<file path="config.mk">
export PLATFORM = sky130hd
export DESIGN_NAME = exc_entry_seq
export DESIGN_NICKNAME = d
export VERILOG_FILES = /design/src/rtl/exc_entry_pkg.sv /design/src/rtl/exc_vec_sel.sv /design/src/rtl/exc_status_xform.sv /design/src/rtl/exc_ret_addr.sv /design/src/rtl/exc_entry_seq.sv
export SDC_FILE = /design/constraint.sdc
export NUM_CORES = 1
export LEC_CHECK = 0
export BUFFER_PORTS_ARGS = -buffer_cell sky130_fd_sc_hd__buf_4
export CAP_MARGIN = 10
export CORE_AREA = 2 2 192 194
export DETAILED_ROUTE_END_ITERATION = 10
export DIE_AREA = 0 0 194 196
export PLACE_DENSITY = 0.61
export SYNTH_ARGS = -nofsm -noshare
export SYNTH_HDL_FRONTEND = slang
export SYNTH_SLANG_ARGS = --single-unit
</file>
<file path="constraint.sdc">
create_clock -name clk -period 2.52 [get_ports clk]
set_input_delay 0 -clock clk [delete_from_list [all_inputs] [get_ports clk]]
set_output_delay 0 -clock clk [all_outputs]
set_load 0.005 [all_outputs]
</file>
<file path="src/rtl/exc_entry_pkg.sv">
package exc_entry_pkg;
  typedef enum logic [1:0] {
    EXC_TRAP = 2'd0,
    EXC_NMI  = 2'd1,
    EXC_BUSF = 2'd2,
    EXC_IRQ  = 2'd3
  } exc_kind_e;

  typedef enum logic [2:0] {
    ST_IDLE,
    ST_SAVE,
    ST_FETCH,
    ST_WAIT,
    ST_LOAD,
    ST_DONE
  } seq_state_e;
endpackage

</file>
<file path="src/rtl/exc_vec_sel.sv">
module exc_vec_sel
  import exc_entry_pkg::*;
#(
  parameter int VEC_W = 8
) (
  input  logic [1:0]       kind,
  input  logic [VEC_W-1:0] trap_vec,
  input  logic [VEC_W-1:0] busf_vec,
  input  logic [VEC_W-1:0] irq_vec,
  output logic [VEC_W-1:0] vec,
  output logic             is_nmi
);
  always_comb begin
    is_nmi = 1'b0;
    unique case (exc_kind_e'(kind))
      EXC_TRAP: vec = trap_vec;
      EXC_NMI: begin
        vec    = '0;
        is_nmi = 1'b1;
      end
      EXC_BUSF: vec = busf_vec;
      default:  vec = irq_vec;
    endcase
  end
endmodule

</file>
<file path="src/rtl/exc_status_xform.sv">
module exc_status_xform #(
  parameter int XLEN  = 32,
  parameter int LVL_W = 10,
  parameter int M_BIT = 9,
  parameter int U_BIT = 8
) (
  input  logic [XLEN-1:0] ccs_in,
  input  logic            clear_m,
  output logic [XLEN-1:0] ccs_new,
  output logic            user_mode
);
  localparam int KEEP_W = 2;
  localparam int MOVE_W = XLEN - KEEP_W - LVL_W;

  logic [XLEN-1:0] masked;
  logic            unused_dropped;

  always_comb begin
    masked = ccs_in;
    if (clear_m) masked[M_BIT] = 1'b0;
  end

  // Keep the top field, push the low levels up by one, empty the bottom level.
  assign ccs_new        = {masked[XLEN-1 -: KEEP_W], masked[MOVE_W-1:0], {LVL_W{1'b0}}};
  assign user_mode      = ccs_in[U_BIT];
  assign unused_dropped = ^masked[XLEN-KEEP_W-1:MOVE_W];
endmodule

</file>
<file path="src/rtl/exc_ret_addr.sv">
module exc_ret_addr #(
  parameter int XLEN = 32,
  parameter int DS_W = 2
) (
  input  logic [XLEN-1:0] pc,
  input  logic [DS_W-1:0] dslot,
  output logic [XLEN-1:0] erp_val,
  output logic [XLEN-1:0] nrp_val
);
  // Step back over the branch so that it re-executes after return.
  assign erp_val = pc - XLEN'(dslot);
  assign nrp_val = pc;
endmodule

</file>
<file path="src/rtl/exc_entry_seq.sv">
module exc_entry_seq
  import exc_entry_pkg::*;
#(
  parameter int XLEN  = 32,
  parameter int VEC_W = 8,
  parameter int DS_W  = 2,
  parameter int LVL_W = 10,
  parameter int M_BIT = 9,
  parameter int U_BIT = 8
) (
  input  logic             clk,
  input  logic             rst_n,
  input  logic             req_valid,
  output logic             req_ready,
  input  logic [1:0]       req_kind,
  input  logic [VEC_W-1:0] trap_vec,
  input  logic [VEC_W-1:0] busf_vec,
  input  logic [VEC_W-1:0] irq_vec,
  input  logic [XLEN-1:0]  pc_in,
  input  logic [DS_W-1:0]  dslot_in,
  input  logic [XLEN-1:0]  ccs_in,
  input  logic [XLEN-1:0]  sp_in,
  input  logic [XLEN-1:0]  ksp_in,
  input  logic [XLEN-1:0]  ebp_in,
  output logic             erp_we,
  output logic [XLEN-1:0]  erp_out,
  output logic             nrp_we,
  output logic [XLEN-1:0]  nrp_out,
  output logic             ccs_we,
  output logic [XLEN-1:0]  ccs_out,
  output logic             exs_we,
  output logic [XLEN-1:0]  exs_out,
  output logic             usp_we,
  output logic [XLEN-1:0]  usp_out,
  output logic             sp_we,
  output logic [XLEN-1:0]  sp_out,
  output logic             dslot_clr,
  output logic             rd_valid,
  input  logic             rd_ready,
  output logic [XLEN-1:0]  rd_addr,
  input  logic             rd_rsp_valid,
  input  logic [XLEN-1:0]  rd_rsp_data,
  input  logic             rd_rsp_err,
  output logic             pc_we,
  output logic [XLEN-1:0]  pc_out,
  output logic             busy,
  output logic             done,
  output logic             fetch_err
);
  localparam int IDX_W = 8;
  localparam int IDX_LO = 8;

  seq_state_e       state_q, state_d;
  logic             accept;
  logic [VEC_W-1:0] vec_sel, vec_q;
  logic             nmi_sel, nmi_q;
  logic [XLEN-1:0]  pc_q, ccs_q, sp_q, ksp_q, ebp_q, hdl_q;
  logic [DS_W-1:0]  ds_q;
  logic             err_q;
  logic             in_save;
  logic             user_q;
  logic [XLEN-1:0]  erp_val, nrp_val, ccs_new;
  logic [IDX_W-1:0] idx;

  assign accept = req_valid && req_ready;

  exc_vec_sel #(.VEC_W(VEC_W)) vsel_i (
    .kind     (req_kind),
    .trap_vec (trap_vec),
    .busf_vec (busf_vec),
    .irq_vec  (irq_vec),
    .vec      (vec_sel),
    .is_nmi   (nmi_sel)
  );

  // Request latch: all inputs are taken only in the accept cycle.
  always_ff @(posedge clk or negedge rst_n) begin
    if (!rst_n) begin
      vec_q <= '0;
      nmi_q <= 1'b0;
      pc_q  <= '0;
      ds_q  <= '0;
      ccs_q <= '0;
      sp_q  <= '0;
      ksp_q <= '0;
      ebp_q <= '0;
    end else if (accept) begin
      vec_q <= vec_sel;
      nmi_q <= nmi_sel;
      pc_q  <= pc_in;
      ds_q  <= dslot_in;
      ccs_q <= ccs_in;
      sp_q  <= sp_in;
      ksp_q <= ksp_in;
      ebp_q <= ebp_in;
    end
  end

  exc_status_xform #(
    .XLEN  (XLEN),
    .LVL_W (LVL_W),
    .M_BIT (M_BIT),
    .U_BIT (U_BIT)
  ) sx_i (
    .ccs_in    (ccs_q),
    .clear_m   (nmi_q),
    .ccs_new   (ccs_new),
    .user_mode (user_q)
  );

  exc_ret_addr #(.XLEN(XLEN), .DS_W(DS_W)) ra_i (
    .pc      (pc_q),
    .dslot   (ds_q),
    .erp_val (erp_val),
    .nrp_val (nrp_val)
  );

  always_comb begin
    state_d = state_q;
    unique case (state_q)
      ST_IDLE:  if (req_valid) state_d = ST_SAVE;
      ST_SAVE:  state_d = ST_FETCH;
      ST_FETCH: if (rd_ready) state_d = ST_WAIT;
      ST_WAIT:  if (rd_rsp_valid) state_d = rd_rsp_err ? ST_DONE : ST_LOAD;
      ST_LOAD:  state_d = ST_DONE;
      default:  state_d = ST_IDLE;
    endcase
  end

  always_ff @(posedge clk or negedge rst_n) begin
    if (!rst_n) begin
      state_q <= ST_IDLE;
      hdl_q   <= '0;
      err_q   <= 1'b0;
    end else begin
      state_q <= state_d;
      if (accept) err_q <= 1'b0;
      if (state_q == ST_WAIT && rd_rsp_valid) begin
        hdl_q <= rd_rsp_data;
        err_q <= rd_rsp_err;
      end
    end
  end

  assign in_save   = (state_q == ST_SAVE);
  assign idx       = IDX_W'(vec_q);

  assign erp_we    = in_save && !nmi_q;
  assign erp_out   = erp_val;
  assign nrp_we    = in_save && nmi_q;
  assign nrp_out   = nrp_val;
  assign ccs_we    = in_save;
  assign ccs_out   = ccs_new;
  assign exs_we    = in_save;
  assign exs_out   = XLEN'({idx, {IDX_LO{1'b0}}});
  assign usp_we    = in_save && user_q;
  assign usp_out   = sp_q;
  assign sp_we     = in_save && user_q;
  assign sp_out    = ksp_q;
  assign dslot_clr = in_save;

  assign rd_valid  = (state_q == ST_FETCH);
  assign rd_addr   = ebp_q + (XLEN'(vec_q) << 2);

  assign pc_we     = (state_q == ST_LOAD);
  assign pc_out    = hdl_q;
  assign req_ready = (state_q == ST_IDLE);
  assign busy      = (state_q != ST_IDLE);
  assign done      = (state_q == ST_DONE);
  assign fetch_err = done && err_q;
endmodule

</file>
== Word level (Yosys, flattened, before mapping) ==
Index checks and enable logic that the tools add are counted.
Storage, ports and cells
  register bits after elaboration: 207
  bits in latches: 0
  RAM bits: 0
  memory bits (read-only): 0
  bits of input ports: 226
  output and inout port bits: 269
  memories kept: 0
Operators by class
  add/sub/neg operators: 2
  multipliers: 0
  divide/modulo/power cells: 0
  order comparisons: 0
  equal/unequal tests: 10
  shifts and indexed selects: 0
  mux-type cells: 10
  bitwise operators: 0
  reductions and logical operators: 12
Operators by type and width (count)
  32-bit by 10-bit adder with 32-bit output: 1
  32-bit by 2-bit subtractor with 32-bit output: 1
  8-bit one-hot mux with 3 select lines: 1
  3-bit one-hot mux with 5 select lines: 1
  3-bit two-way mux: 3
  3-bit by 2-bit equality test with 1-bit output, second input constant: 2
  3-bit equality test, second input constant: 2
  1-bit logical AND: 6
  1-bit two-way mux: 5
  2-bit != test, second input constant: 2
  3-bit by 1-bit equality test with 1-bit output, second input constant: 1
  3-bit zero test: 1
  3-bit AND reduction: 1
  3-bit nonzero test: 1
  2-bit by 1-bit equality test with 1-bit output, second input constant: 1
  2-bit equality test, second input constant: 1
  2-bit zero test: 1
  2-bit by 1-bit != test with 1-bit output, second input constant: 1
  2-bit nonzero test: 1
  1-bit zero test: 1

== Logic depth before layout (Yosys ltp) ==
  depth in word-level cells: 4
  gate-level depth with buffers: 9

== Cells and area by module ==
From an unflattened synthesis, not the netlist that was laid out.
Second synthesis, totals
  cells, all modules: 778
  area total of the unflattened synthesis: 10697.8 sq um
By module, submodules not included
  exc_entry_seq: instances 1, cells each 596, area each 9278.9 sq um
  exc_ret_addr: instances 1, cells each 127, area each 900.9 sq um
  exc_vec_sel: instances 1, cells each 21, area each 260.2 sq um
  exc_status_xform: instances 1, cells each 34, area each 257.7 sq um

== Least setup slack after synthesis ==
OpenSTA, ideal clock, no wires.
  path type: register to output
  start point: register vec_q[0] (netlist: idx[0])
  end point: output rd_addr[30]
  arrival time: 2.205 ns
  required time: 2.520 ns
  path slack: 0.315 ns
  cell stages (with the launch flop): 10
  buffers on the path: 1
  cell sequence: dfrtp_1 > ha_1 > inv_1 > fa_1 > nor2b_1 > o31a_1 > o21ai_0 > clkbuf_1 > a2111oi_0 > xor2_1
Between the ends
  cells in the longest elaborated chain, start to end: 1
RTL lines
  start, declared: RTL line exc_entry_seq.sv:55  | logic [VEC_W-1:0] vec_sel, vec_q;
  start signal, assigned: RTL line exc_entry_seq.sv:88  | vec_q <= vec_sel;
  32-bit by 10-bit adder with 32-bit output: RTL line exc_entry_seq.sv:163  | assign rd_addr = ebp_q + (XLEN'(vec_q) << 2);
  end, declared: RTL line exc_entry_seq.sv:40  | output logic [XLEN-1:0] rd_addr,
Every way passes these cells.

== Worst setup path in the final report ==
  start point: register pc_q[23]
  end point: output erp_out[31]
Between the ends
  cells in the longest elaborated chain, start to end: 1
RTL lines
  start, declared: RTL line exc_entry_seq.sv:57  | logic [XLEN-1:0] pc_q, ccs_q, sp_q, ksp_q, ebp_q, hdl_q;
  start signal, assigned: RTL line exc_entry_seq.sv:90  | pc_q <= pc_in;
  32-bit by 2-bit subtractor with 32-bit output: RTL line exc_ret_addr.sv:11  | assign erp_val = pc - XLEN'(dslot);
  end, declared: RTL line exc_entry_seq.sv:26  | output logic [XLEN-1:0] erp_out,
Every way passes these cells.

==> metrics.yaml <==
crit_path_cell_trace: "or4_4 -> or4_4 -> or3_4 -> nor3_4 -> xor2_1 -> buf_4"
hold_viol: 0
grt_overflow: 0
worst_path_max_delay_cell: "or4_4"
grt_pass1_wl_mm: 51.7
vdd_ir_drop_max_uv: 1150
initial_core_util: 0.261
area_growth_pct: 75.2
clkLatencyLatePin_ps: 460
ys_seq_area_frac: 0.523
nets: 1657
worst_hold_path_type: "input port to register"
cpPeakStageDelay_ps: 530
setup-violations-final: 29
grt_usage: 0.175
die_area_um2: 38000
critPathBufInv: 1
synth_top_flop_cell: "dfrtp_1"
setup_ws_ps: -226
cts_inserted_buffers: 17
yosys_warnings: 0
slew_headroom: 0.352
via_count: 8345
status: "finished with violations"
layout_common_cells: "buf_4 (490), dlygate4sd3_1 (202), dfrtp_1 (196)"
globalplace.congestion: 0.818
syn_area_um2: 9430
p_leak_nw: 7.64
grt_max_degree: 69
required_ps: 2520
path_max_fanout: 3
avgViaCountPerCell: 4.39
synth_seq_cells: 197
rsz0062_at_grt: "true"
fmax_mhz: 364
hold_ws_ps: 23.8
slew_violations: 0
synthArstFlopShare: 1.00
io-pin-count: 495
drt_wl_total_mm: 33.8
drcViolationCount: 0
first_global_vias: 9087
critPathKind: "register to output pin"
rows: 70
core_um2: 36100
h-tree-depth: 4
start_kind: "register"
port_buffers: 450
syn_area_per_cell_um2: 12.6
clockBufferDepth: 2
synth_top_area_share: 0.523
p_per_area_nw_per_um2: 1150
p_total_mw: 19.1
worst_pin_slew_ps: 972
cts_tree: "yes"
drtIter0Drc: 222
critPathCaptureType: "output pin"
antenna_found_initial: 1
cp_top_family: "simple AND/OR/NAND/NOR gates"
drv_cap: 0
route.antenna.remaining_nets: 0
worstPathArrival_ps: 2750
drive_gt1_frac: 0.545
wl_per_cell_um: 17.8
yosys.area.top_type: "dfrtp_1"
die_h_um: 196
clock-sinks: 197
mostFrequentLayoutCell: "buf_4"
dp_hpwl_mm: 24.3
post-route-period-util: 1.09
final.min_clock_period_ps: 2750
cts.clk_slew.worst_paths_ps: 70
die_x_um: 194
synth_edf_count: 0
worst_clock_skew_ps: 15.7
cts-root-buf: "clkbuf_16"
drtPass1Iterations: 6
synthTopCellsByArea: "dfrtp_1 (52%), mux2_2 (21%), buf_4 (4.8%)"
reg2reg_slack_ps: 320
synthCells: 750
crit_top_cell: "or4_4"
synth_cell_types: 51
violations: "setup timing"
where the power goes:
group	total [mW]	leakage (nW)	switching, mW	internal (mW)
Combinational	10.2	5.02	4.28	5.95
Sequential	6.14	2.34	1.35	4.79
Clock	2.69	0.276	1.36	1.33
worst paths after layout:
path                                   from           to  cells after the start
worst max-delay path               pc_q[23]  erp_out[31]                      6
worst min-delay path            busf_vec[7]       idx[7]                      5
worst max register to register   state_q[2]   state_q[0]                      6
worst min register to register  usp_out[30]  usp_out[30]                      1
max in group asynchronous             rst_n     pc_q[24]                      3
min in group asynchronous             rst_n  usp_out[15]                      2
worst min-delay path, cell delays in order:
cell     delay, ps
buf_4           80
mux2i_1         60
nor2_1          80
a21oi_1         70
a21oi_1        150
sequential cells by signal, indices dropped and copies added (netlist names):
register and flops:
ccs_q 22, ds_q 2, ebp_q 32, err_q 1, idx 8, nmi_q 1
pc_out 32, pc_q 32, sp_out 32, state_q 3, usp_out 32
logic make-up after synthesis:
family | synth area share
other cells | 0.000398
xor+xnor | 0.0520
fa+ha+maj | 0.0175
flops | 0.523
simple gates | 0.0735
buf+inv | 0.0682
mux | 0.221
compound gates | 0.0447
cell usage after synthesis, drive strengths merged, types with 2 or more instances:
cell / number
nor2b: 3
a21o: 4
inv: 16
and3: 4
o2111ai: 3
o211ai: 3
nand2: 21
o21a: 2
ha: 10
o21ai: 16
clkbuf: 13
or4: 4
or3: 3
dfrtp: 197
and2: 8
buf: 77
mux2: 178
nor2: 40
nand3: 7
nor3: 12
nor4: 8
xor2: 35
xnor2: 21
a2111oi: 6
a211oi: 5
mux2i: 8
fa: 2
nand2b: 4
a21oi: 23
nand4: 5
metrics by stage:
stage,utilization,worst slack [ps],TNS (ps),cells,instance area (µm²)
after floorplan,-,315,0,783,9560
after global placement,0.369,54.7,0,1648,13300
after detailed placement,0.369,75.3,0,1648,13300
after CTS,0.454,-281,-4560,1899,16400
after global routing,0.458,-333,-7900,1901,16500
final,0.458,-226,-2750,1901,16500
timing repair:
item | 4_1_cts | 5_1_grt
pin swaps | 43 | 24
endpoints found under the setup margin | 35 | 43
gates cloned | 1 | 0
setup buffers | 16 | 3
hold buffers | 202 | 0
endpoints found under the hold margin | 258 | 0
resized for setup | 74 | 26
routing by layer:
layer | GRT usage | wire length, µm | vias up
met1 | 0.198 | 13200 | 4121
met2 | 0.321 | 17900 | 332
li1 | - | - | 3860
met5 | 0 | 0 | -
met4 | 0.0488 | 532 | 0
met3 | 0.0499 | 2100 | 32
final cells by class:
cell class                      count  area, µm²
Tap cell                          468        586
Sequential cell                   197       4930
Multi-Input combinational cell    480       4450
Fill cell                        3238      19600
Clock buffer                       19        443
Antenna cell                        1       2.50
Clock inverter                     13        111
Inverter                           16       60.1
Timing Repair Buffer              707       5950
No activity file was read; power rests on OpenSTA's default activity.
